--- config.mk ---
export PLATFORM = sky130hd
export DESIGN_NAME = sram_lane_ctrl
export DESIGN_NICKNAME = d
export VERILOG_FILES = /design/src/rtl/sram_lane_pkg.sv /design/src/rtl/sram_cyc_seq.sv /design/src/rtl/sram_pin_drive.sv /design/src/rtl/sram_lane_ctrl.sv
export SDC_FILE = /design/constraint.sdc
export NUM_CORES = 1
export LEC_CHECK = 0
export BUFFER_PORTS_ARGS = -buffer_cell sky130_fd_sc_hd__clkbuf_2
export CAP_MARGIN = 10
export CORE_UTILIZATION = 25
export DETAILED_ROUTE_END_ITERATION = 8
export PLACE_DENSITY = 0.53
export SYNTH_ARGS = -nofsm -noshare
export SYNTH_HDL_FRONTEND = slang
export SYNTH_SLANG_ARGS = --single-unit
--- constraint.sdc ---
create_clock -name clk -period 3.3 [get_ports clk]
set_input_delay 0.99 -clock clk [delete_from_list [all_inputs] [get_ports clk]]
set_output_delay 0.99 -clock clk [all_outputs]
set_load 0.01 [all_outputs]
--- src/rtl/sram_lane_pkg.sv ---
package sram_lane_pkg;
  localparam int LANE_W = 8;
  localparam int N_LANES = 2;
  localparam int DATA_W = LANE_W * N_LANES;

  typedef enum logic [1:0] {ST_IDLE, ST_ACT, ST_DONE} seq_st_e;

  // lanes that take part in an access
  function automatic logic [N_LANES-1:0] lane_mask(input logic byte_md,
                                                   input logic [N_LANES-1:0] be);
    return byte_md ? 2'b01 : be;
  endfunction

  // response word built from the lanes seen on the bus
  function automatic logic [DATA_W-1:0] merge_read(input logic byte_md,
                                                   input logic [N_LANES-1:0] mask,
                                                   input logic [DATA_W-1:0] bus);
    logic [DATA_W-1:0] r;
    if (byte_md) r = {{LANE_W{1'b0}}, bus[LANE_W-1:0]};
    else begin
      r[LANE_W-1:0]      = mask[0] ? bus[LANE_W-1:0]      : '0;
      r[DATA_W-1:LANE_W] = mask[1] ? bus[DATA_W-1:LANE_W] : '0;
    end
    return r;
  endfunction
endpackage

--- src/rtl/sram_cyc_seq.sv ---
module sram_cyc_seq
  import sram_lane_pkg::*;
#(
  parameter int WAIT_CYC = 3
) (
  input  logic clk,
  input  logic rst_n,
  input  logic start,
  output logic idle,
  output logic active,
  output logic last_cyc,
  output logic done
);
  localparam int CW = $clog2(WAIT_CYC + 1);

  seq_st_e       st;
  logic [CW-1:0] cnt;

  always_ff @(posedge clk) begin
    if (!rst_n) begin
      st  <= ST_IDLE;
      cnt <= '0;
    end else begin
      case (st)
        ST_IDLE: if (start) begin
          st  <= ST_ACT;
          cnt <= '0;
        end
        ST_ACT: begin
          if (cnt == CW'(WAIT_CYC - 1)) st <= ST_DONE;
          else cnt <= cnt + 1'b1;
        end
        ST_DONE: st <= ST_IDLE;
        default: st <= ST_IDLE;
      endcase
    end
  end

  assign idle     = (st == ST_IDLE);
  assign active   = (st == ST_ACT);
  assign last_cyc = active && (cnt == CW'(WAIT_CYC - 1));
  assign done     = (st == ST_DONE);


  start_opens_chk: assert property (@(posedge clk) disable iff (!rst_n)
    start |=> active);

  done_after_last_chk: assert property (@(posedge clk) disable iff (!rst_n)
    done |-> $past(last_cyc));

  single_pulse_chk: assert property (@(posedge clk) disable iff (!rst_n)
    done |=> !done && idle);
endmodule

--- src/rtl/sram_pin_drive.sv ---
module sram_pin_drive
  import sram_lane_pkg::*;
#(
  parameter int AW = 8
) (
  input  logic              active,
  input  logic              last_cyc,
  input  logic              r_write,
  input  logic              r_byte,
  input  logic [N_LANES-1:0] r_mask,
  input  logic [AW:0]       r_addr,
  input  logic [DATA_W-1:0] r_wdata,
  output logic              cs1_n,
  output logic              cs2,
  output logic              oe_n,
  output logic              we_n,
  output logic              lb_n,
  output logic              ub_n,
  output logic              sa,
  output logic [AW-1:0]     addr,
  output logic [DATA_W-1:0] dq_o,
  output logic [N_LANES-1:0] dq_oe
);
  logic drive_win;

  assign cs1_n = !active;
  assign cs2   = active;
  assign oe_n  = !(active && !r_write);
  assign we_n  = !(active && r_write);
  assign lb_n  = !(active && !r_byte && r_mask[0]);
  assign ub_n  = !(active && !r_byte && r_mask[1]);
  assign sa    = r_byte && r_addr[0];
  assign addr  = r_addr[AW:1];
  assign dq_o  = r_byte ? {{LANE_W{1'b0}}, r_wdata[LANE_W-1:0]} : r_wdata;

  // data stays on the lanes up to, but not in, the last access cycle
  assign drive_win = active && r_write && !last_cyc;

  for (genvar g = 0; g < N_LANES; g++) begin : g_lane
    assign dq_oe[g] = drive_win && r_mask[g];
  end
endmodule

--- src/rtl/sram_lane_ctrl.sv ---
module sram_lane_ctrl
  import sram_lane_pkg::*;
#(
  parameter int AW       = 8,
  parameter int WAIT_CYC = 3
) (
  input  logic          clk,
  input  logic          rst_n,
  input  logic          mode_byte,
  input  logic          req_valid,
  input  logic          req_write,
  input  logic [AW:0]   req_addr,
  input  logic [15:0]   req_wdata,
  input  logic [1:0]    req_be,
  output logic          req_ready,
  output logic [15:0]   rsp_rdata,
  output logic          sram_cs1_n,
  output logic          sram_cs2,
  output logic          sram_oe_n,
  output logic          sram_we_n,
  output logic          sram_lb_n,
  output logic          sram_ub_n,
  output logic          sram_sa,
  output logic [AW-1:0] sram_addr,
  output logic [15:0]   sram_dq_o,
  output logic [1:0]    sram_dq_oe,
  input  logic [15:0]   sram_dq_i
);
  logic seq_idle, seq_active, seq_last, seq_done, accept;
  logic r_write, r_byte;
  logic [N_LANES-1:0] r_mask;
  logic [AW:0] r_addr;
  logic [DATA_W-1:0] r_wdata;

  assign accept = req_valid && seq_idle;

  always_ff @(posedge clk) begin
    if (!rst_n) begin
      r_write <= 1'b0;
      r_byte  <= 1'b0;
      r_mask  <= '0;
      r_addr  <= '0;
      r_wdata <= '0;
    end else if (accept) begin
      r_write <= req_write;
      r_byte  <= mode_byte;
      r_mask  <= lane_mask(mode_byte, req_be);
      r_addr  <= req_addr;
      r_wdata <= req_wdata;
    end
  end

  always_ff @(posedge clk) begin
    if (!rst_n) rsp_rdata <= '0;
    else if (seq_last) rsp_rdata <= r_write ? '0 : merge_read(r_byte, r_mask, sram_dq_i);
  end

  assign req_ready = seq_done;

  sram_cyc_seq #(.WAIT_CYC(WAIT_CYC)) u_seq (
    .clk(clk), .rst_n(rst_n), .start(accept),
    .idle(seq_idle), .active(seq_active), .last_cyc(seq_last), .done(seq_done)
  );

  sram_pin_drive #(.AW(AW)) u_pins (
    .active(seq_active), .last_cyc(seq_last), .r_write(r_write), .r_byte(r_byte),
    .r_mask(r_mask), .r_addr(r_addr), .r_wdata(r_wdata),
    .cs1_n(sram_cs1_n), .cs2(sram_cs2), .oe_n(sram_oe_n), .we_n(sram_we_n),
    .lb_n(sram_lb_n), .ub_n(sram_ub_n), .sa(sram_sa), .addr(sram_addr),
    .dq_o(sram_dq_o), .dq_oe(sram_dq_oe)
  );


  deselect_idle_chk: assert property (@(posedge clk) disable iff (!rst_n)
    !seq_active |-> (sram_cs1_n && !sram_cs2 && sram_oe_n && sram_we_n && sram_dq_oe == 2'b00));

  busy_ignore_chk: assert property (@(posedge clk) disable iff (!rst_n)
    (req_valid && !seq_idle) |=> $stable(r_addr) && $stable(r_write));

  read_no_drive_chk: assert property (@(posedge clk) disable iff (!rst_n)
    !sram_oe_n |-> (sram_we_n && sram_dq_oe == 2'b00));

  lane_strobe_match_chk: assert property (@(posedge clk) disable iff (!rst_n)
    (sram_dq_oe[1] |-> !sram_ub_n) and (sram_dq_oe[0] |-> (!sram_lb_n || r_byte)));

  byte_upper_idle_chk: assert property (@(posedge clk) disable iff (!rst_n)
    (seq_active && r_byte) |-> (sram_lb_n && sram_ub_n && !sram_dq_oe[1]));

  release_before_we_chk: assert property (@(posedge clk) disable iff (!rst_n)
    $rose(sram_we_n) |-> ($past(sram_dq_oe) == 2'b00));
endmodule

==> flow_results.xml <==
<?xml version="1.0" encoding="UTF-8"?>
<metrics>
  <group name="clock_tree">
    <metric name="cts.path.max_buffers" unit="">2</metric>
    <metric name="worst_skew_pair.late_latency" unit="ns">0.30</metric>
    <metric name="cts_htree_levels" unit="">2</metric>
    <metric name="cts_inserted_buffers" unit="">5</metric>
    <metric name="clock_tree.root_cell" unit="">sky130_fd_sc_hd__clkbuf_8</metric>
    <metric name="post_cts_hold_buffers" unit="">0</metric>
    <metric name="cts.sinks" unit="">49</metric>
    <metric name="ctsResizeCount" unit="">0</metric>
    <metric name="clk_transition_reported_paths" unit="ns">0.09</metric>
    <metric name="postCtsSetupRepairBufs" unit="">0</metric>
    <metric name="cts_tree" unit="">done</metric>
  </group>
  <group name="yosys">
    <metric name="synthesis.yosys.warnings" unit="">0</metric>
    <metric name="synth_cell_type_count" unit="">23</metric>
    <metric name="synthesis.area_per_instance" unit="µm²">9.10</metric>
    <metric name="synth_edf_count" unit="">0</metric>
    <metric name="postSynthCellCount" unit="">218</metric>
    <metric name="synthesis.nets" unit="">267</metric>
    <metric name="async_flop_share" unit="">0</metric>
    <metric name="ys.flop_type" unit="">sky130_fd_sc_hd__dfxtp_1</metric>
    <metric name="seq_area_frac_synth" unit="">0.495</metric>
    <metric name="netlist_area" unit="µm²">1980</metric>
    <metric name="synth.ff_latch_count" unit="">49</metric>
  </group>
  <group name="setup_path">
    <metric name="path_buf_inv" unit="">2</metric>
    <metric name="critPathMaxStageDelay" unit="ns">0.43</metric>
    <metric name="r2r_start" unit="">u_seq.st[0]$_SDFFE_PN0P_</metric>
    <metric name="crit_type" unit="">flop to output port</metric>
    <metric name="worstRegToRegCells" unit="">3</metric>
    <metric name="crit_path_cell_trace" unit="">nand2b_1 &gt; inv_1 &gt; nand2_1 &gt; nor3b_1 &gt; clkbuf_2</metric>
    <metric name="crit_family" unit="">simple AND/OR/NAND/NOR gates</metric>
    <metric name="worst_r2r_endpoint" unit="">r_mask[0]$_SDFFE_PN0P_</metric>
    <metric name="setup.worst_path.end_class" unit="">output port</metric>
    <metric name="cp_data_required_time" unit="ns">2.31</metric>
    <metric name="slowest_stage" unit="">sky130_fd_sc_hd__dfxtp_1</metric>
    <metric name="worst_setup_path_start_kind" unit="">flop</metric>
    <metric name="arrival" unit="ns">1.59</metric>
    <metric name="cp_max_fo" unit="">6</metric>
    <metric name="setup.reg_to_reg.worst_slack" unit="ns">1.61</metric>
  </group>
  <group name="power">
    <metric name="power_switching" unit="mW">0.302</metric>
    <metric name="power_per_cell_area" unit="nW/µm²">475</metric>
    <metric name="power.total" unit="mW">1.21</metric>
    <metric name="p_sw_frac" unit="">0.250</metric>
    <metric name="clock_power_share" unit="">0.359</metric>
    <metric name="seq_power_share" unit="">0.524</metric>
    <metric name="cellInternalPower" unit="mW">0.907</metric>
    <metric name="power_leakage" unit="nW">1.17</metric>
    <metric name="logic_pwr_share" unit="">0.117</metric>
    <metric name="ir_drop" unit="mV">0.204</metric>
  </group>
  <group name="placed_design">
    <metric name="detailed_place.area" unit="µm²">2430</metric>
    <metric name="dp_cells" unit="">389</metric>
    <metric name="detailed_place_hpwl" unit="mm">3.35</metric>
    <metric name="place.port_buffers" unit="">97</metric>
    <metric name="worst_slack_placed" unit="ns">0.832</metric>
    <metric name="gp_congestion" unit="">0.668</metric>
  </group>
  <group name="sta">
    <metric name="worst_clock_skew" unit="ns">0.00606</metric>
    <metric name="finalCritPeriodShare" unit="">0.782</metric>
    <metric name="grt_setup_unrepaired" unit="">false</metric>
    <metric name="finalCriticalPeriod" unit="ns">2.58</metric>
    <metric name="setup_ws" unit="ns">0.720</metric>
    <metric name="maxClockFrequency" unit="MHz">388</metric>
    <metric name="setup-tns-final" unit="ns">0</metric>
    <metric name="worst_slew_margin_rel" unit="">0.301</metric>
    <metric name="slew_viol_final" unit="">0</metric>
    <metric name="final-setup-viol-count" unit="">0</metric>
    <metric name="number_of_hold_violations_in_the_final_report" unit="">0</metric>
    <metric name="worstMarginPinSlew" unit="ns">1.05</metric>
  </group>
  <group name="min_path">
    <metric name="startpoint_of_the_worst_hold_path" unit="">r_wdata[15]$_SDFFE_PN0P_</metric>
    <metric name="min_path_type" unit="">flop to flop</metric>
    <metric name="min_delay_worst_endpoint" unit="">r_wdata[15]$_SDFFE_PN0P_</metric>
    <metric name="min_delay_path_depth" unit="">2</metric>
  </group>
  <group name="cells_and_area">
    <metric name="leading_cell_type_in_the_layout_fill_and_taps_excluded" unit="">sky130_fd_sc_hd__clkbuf_2</metric>
    <metric name="final_cell_count_without_fillers" unit="">397</metric>
    <metric name="layout_common_cells" unit="">97 x sky130_fd_sc_hd__clkbuf_2, 58 x sky130_fd_sc_hd__nand2_1, 49 x sky130_fd_sc_hd__dfxtp_1, 27 x sky130_fd_sc_hd__a21boi_0, 16 x sky130_fd_sc_hd__a22o_1</metric>
    <metric name="post_layout_inst_area" unit="µm²">2540</metric>
    <metric name="post_route_cells_drive_above_1_share" unit="">0.373</metric>
    <metric name="n_antenna_cell" unit="">0</metric>
    <metric name="flow.area_growth_from_synthesis" unit="%">28.3</metric>
    <metric name="finalNetCount" unit="">343</metric>
  </group>
  <group name="global_routing">
    <metric name="antenna_found_initial" unit="">0</metric>
    <metric name="grt_max_degree" unit="">39</metric>
    <metric name="grt_pass1_wl" unit="mm">7.76</metric>
    <metric name="first_global_vias" unit="">1628</metric>
    <metric name="grt-ovfl-total" unit="">0</metric>
    <metric name="grt_util_all_layers" unit="">0.118</metric>
  </group>
  <group name="floorplan">
    <metric name="floorplan.initialDensity" unit="">0.258</metric>
    <metric name="die_area" unit="µm²">8290</metric>
    <metric name="boundaryPins" unit="">98</metric>
    <metric name="die-height" unit="µm">91.1</metric>
    <metric name="core_region_area" unit="µm²">7690</metric>
    <metric name="std_cell_rows" unit="">32</metric>
    <metric name="dieWidth" unit="µm">91.1</metric>
  </group>
  <group name="routing">
    <metric name="wire_per_inst" unit="µm">12.0</metric>
    <metric name="vias_per_cell" unit="">4.22</metric>
    <metric name="routed_wirelength" unit="mm">4.76</metric>
    <metric name="drt_pass1_iterations" unit="">4</metric>
    <metric name="drc" unit="">0</metric>
    <metric name="final_antenna_net_count" unit="">0</metric>
    <metric name="drt_first_iter_violations" unit="">58</metric>
    <metric name="routed-via-count" unit="">1677</metric>
  </group>
  <group name="flow_run">
    <metric name="number_of_maximum_capacitance_constraint_violations" unit="">0</metric>
  </group>
  <group name="run_status">
    <metric name="run_status" unit="">finished clean</metric>
  </group>
</metrics>
==> synthesized netlist by cell type (2+ instances only) <==
master	n	area (µm²)
sky130_fd_sc_hd__a22o_1	16	140
sky130_fd_sc_hd__and2_1	2	12.5
sky130_fd_sc_hd__nor3b_1	5	37.5
sky130_fd_sc_hd__nand2b_1	2	12.5
sky130_fd_sc_hd__inv_1	2	7.51
sky130_fd_sc_hd__buf_4	16	120
sky130_fd_sc_hd__nor2_1	3	11.3
sky130_fd_sc_hd__a21boi_0	27	203
sky130_fd_sc_hd__buf_2	8	40.0
sky130_fd_sc_hd__clkbuf_1	5	18.8
sky130_fd_sc_hd__nor3_2	2	20.0
sky130_fd_sc_hd__dfxtp_1	49	981
sky130_fd_sc_hd__nand2_1	58	218
sky130_fd_sc_hd__nor2b_1	11	68.8
sky130_fd_sc_hd__nand3b_1	3	22.5
sky130_fd_sc_hd__and3_1	2	12.5
==> metrics by stage <==
step	util	hold WS, ns
floorplan	-	0.430
global placement	0.316	0.437
detailed placement	0.316	0.448
CTS	0.331	0.461
global route	0.331	0.497
finish	0.331	0.457
==> worst min-delay path: stages (launching register included) <==
cell	delay, ns
sky130_fd_sc_hd__dfxtp_1	0.32
sky130_fd_sc_hd__nand2_1	0.05
sky130_fd_sc_hd__a21boi_1	0.05
==> final cells by class <==
cell class	count	area (µm²)
well taps	102	128
clock inverters	3	46.3
inverters	2	7.51
multi-input cells	138	821
repair buffers	98	493
clock buffers	5	68.8
flip-flops and latches	49	981
fillers	847	5140
==> logic make-up (layout without fill, tap and decap cells) <==
| kind of cell | Yosys count | after routing | share of synthesized area |
|---|---|---|---|
| buffers and inverters | 31 | 108 | 0.0940 |
| AO/OA/AOI/OAI | 47 | 47 | 0.189 |
| AND/OR/NAND/NOR | 90 | 90 | 0.216 |
| flip-flops | 49 | 49 | 0.495 |
| adder cells (fa/ha/maj) | 1 | 1 | 0.00631 |
==> state kept, by name, indices dropped and copies added (netlist names) <==
signal     flops
r_addr         9
u_seq.cnt      2
r_wdata       16
r_write        1
r_byte         1
r_mask         2
rsp_rdata     16
u_seq.st       2
==> metal layers <==
metal,up-vias,track usage,share of wire
li1,864,-,-
met1,750,0.150,0.49
met2,58,0.191,0.44
met3,5,0.0327,0.061
met4,0,0.0384,0.011
met5,-,0,0
==> worst max-delay path by stage <==
| stage | from | end | cells after the start |
|---|---|---|---|
| floorplan | u_seq.st[1]$_SDFFE_PN0P_ | sram_dq_oe[0] | 4 |
| global placement | rst_n | rsp_rdata[0]$_SDFFE_PN0P_ | 4 |
| detailed placement | rst_n | rsp_rdata[7]$_SDFFE_PN0P_ | 4 |
| CTS | u_seq.st[1]$_SDFFE_PN0P_ | sram_dq_oe[0] | 5 |
| global route | u_seq.st[0]$_SDFFE_PN0P_ | sram_dq_oe[0] | 5 |
| finish | u_seq.st[0]$_SDFFE_PN0P_ | sram_dq_oe[1] | 5 |
==> power groups by stage <==
stage                     Clock [mW]  Combinational (mW)  Sequential [mW]
after floorplan                    0              0.0987            0.641
after global placement             0               0.144            0.648
after detailed placement           0               0.145            0.648
after CTS                      0.455               0.145            0.635
after global routing           0.480               0.161            0.638
final                          0.434               0.141            0.634
Note: power is estimated with default switching activity, not from simulation.
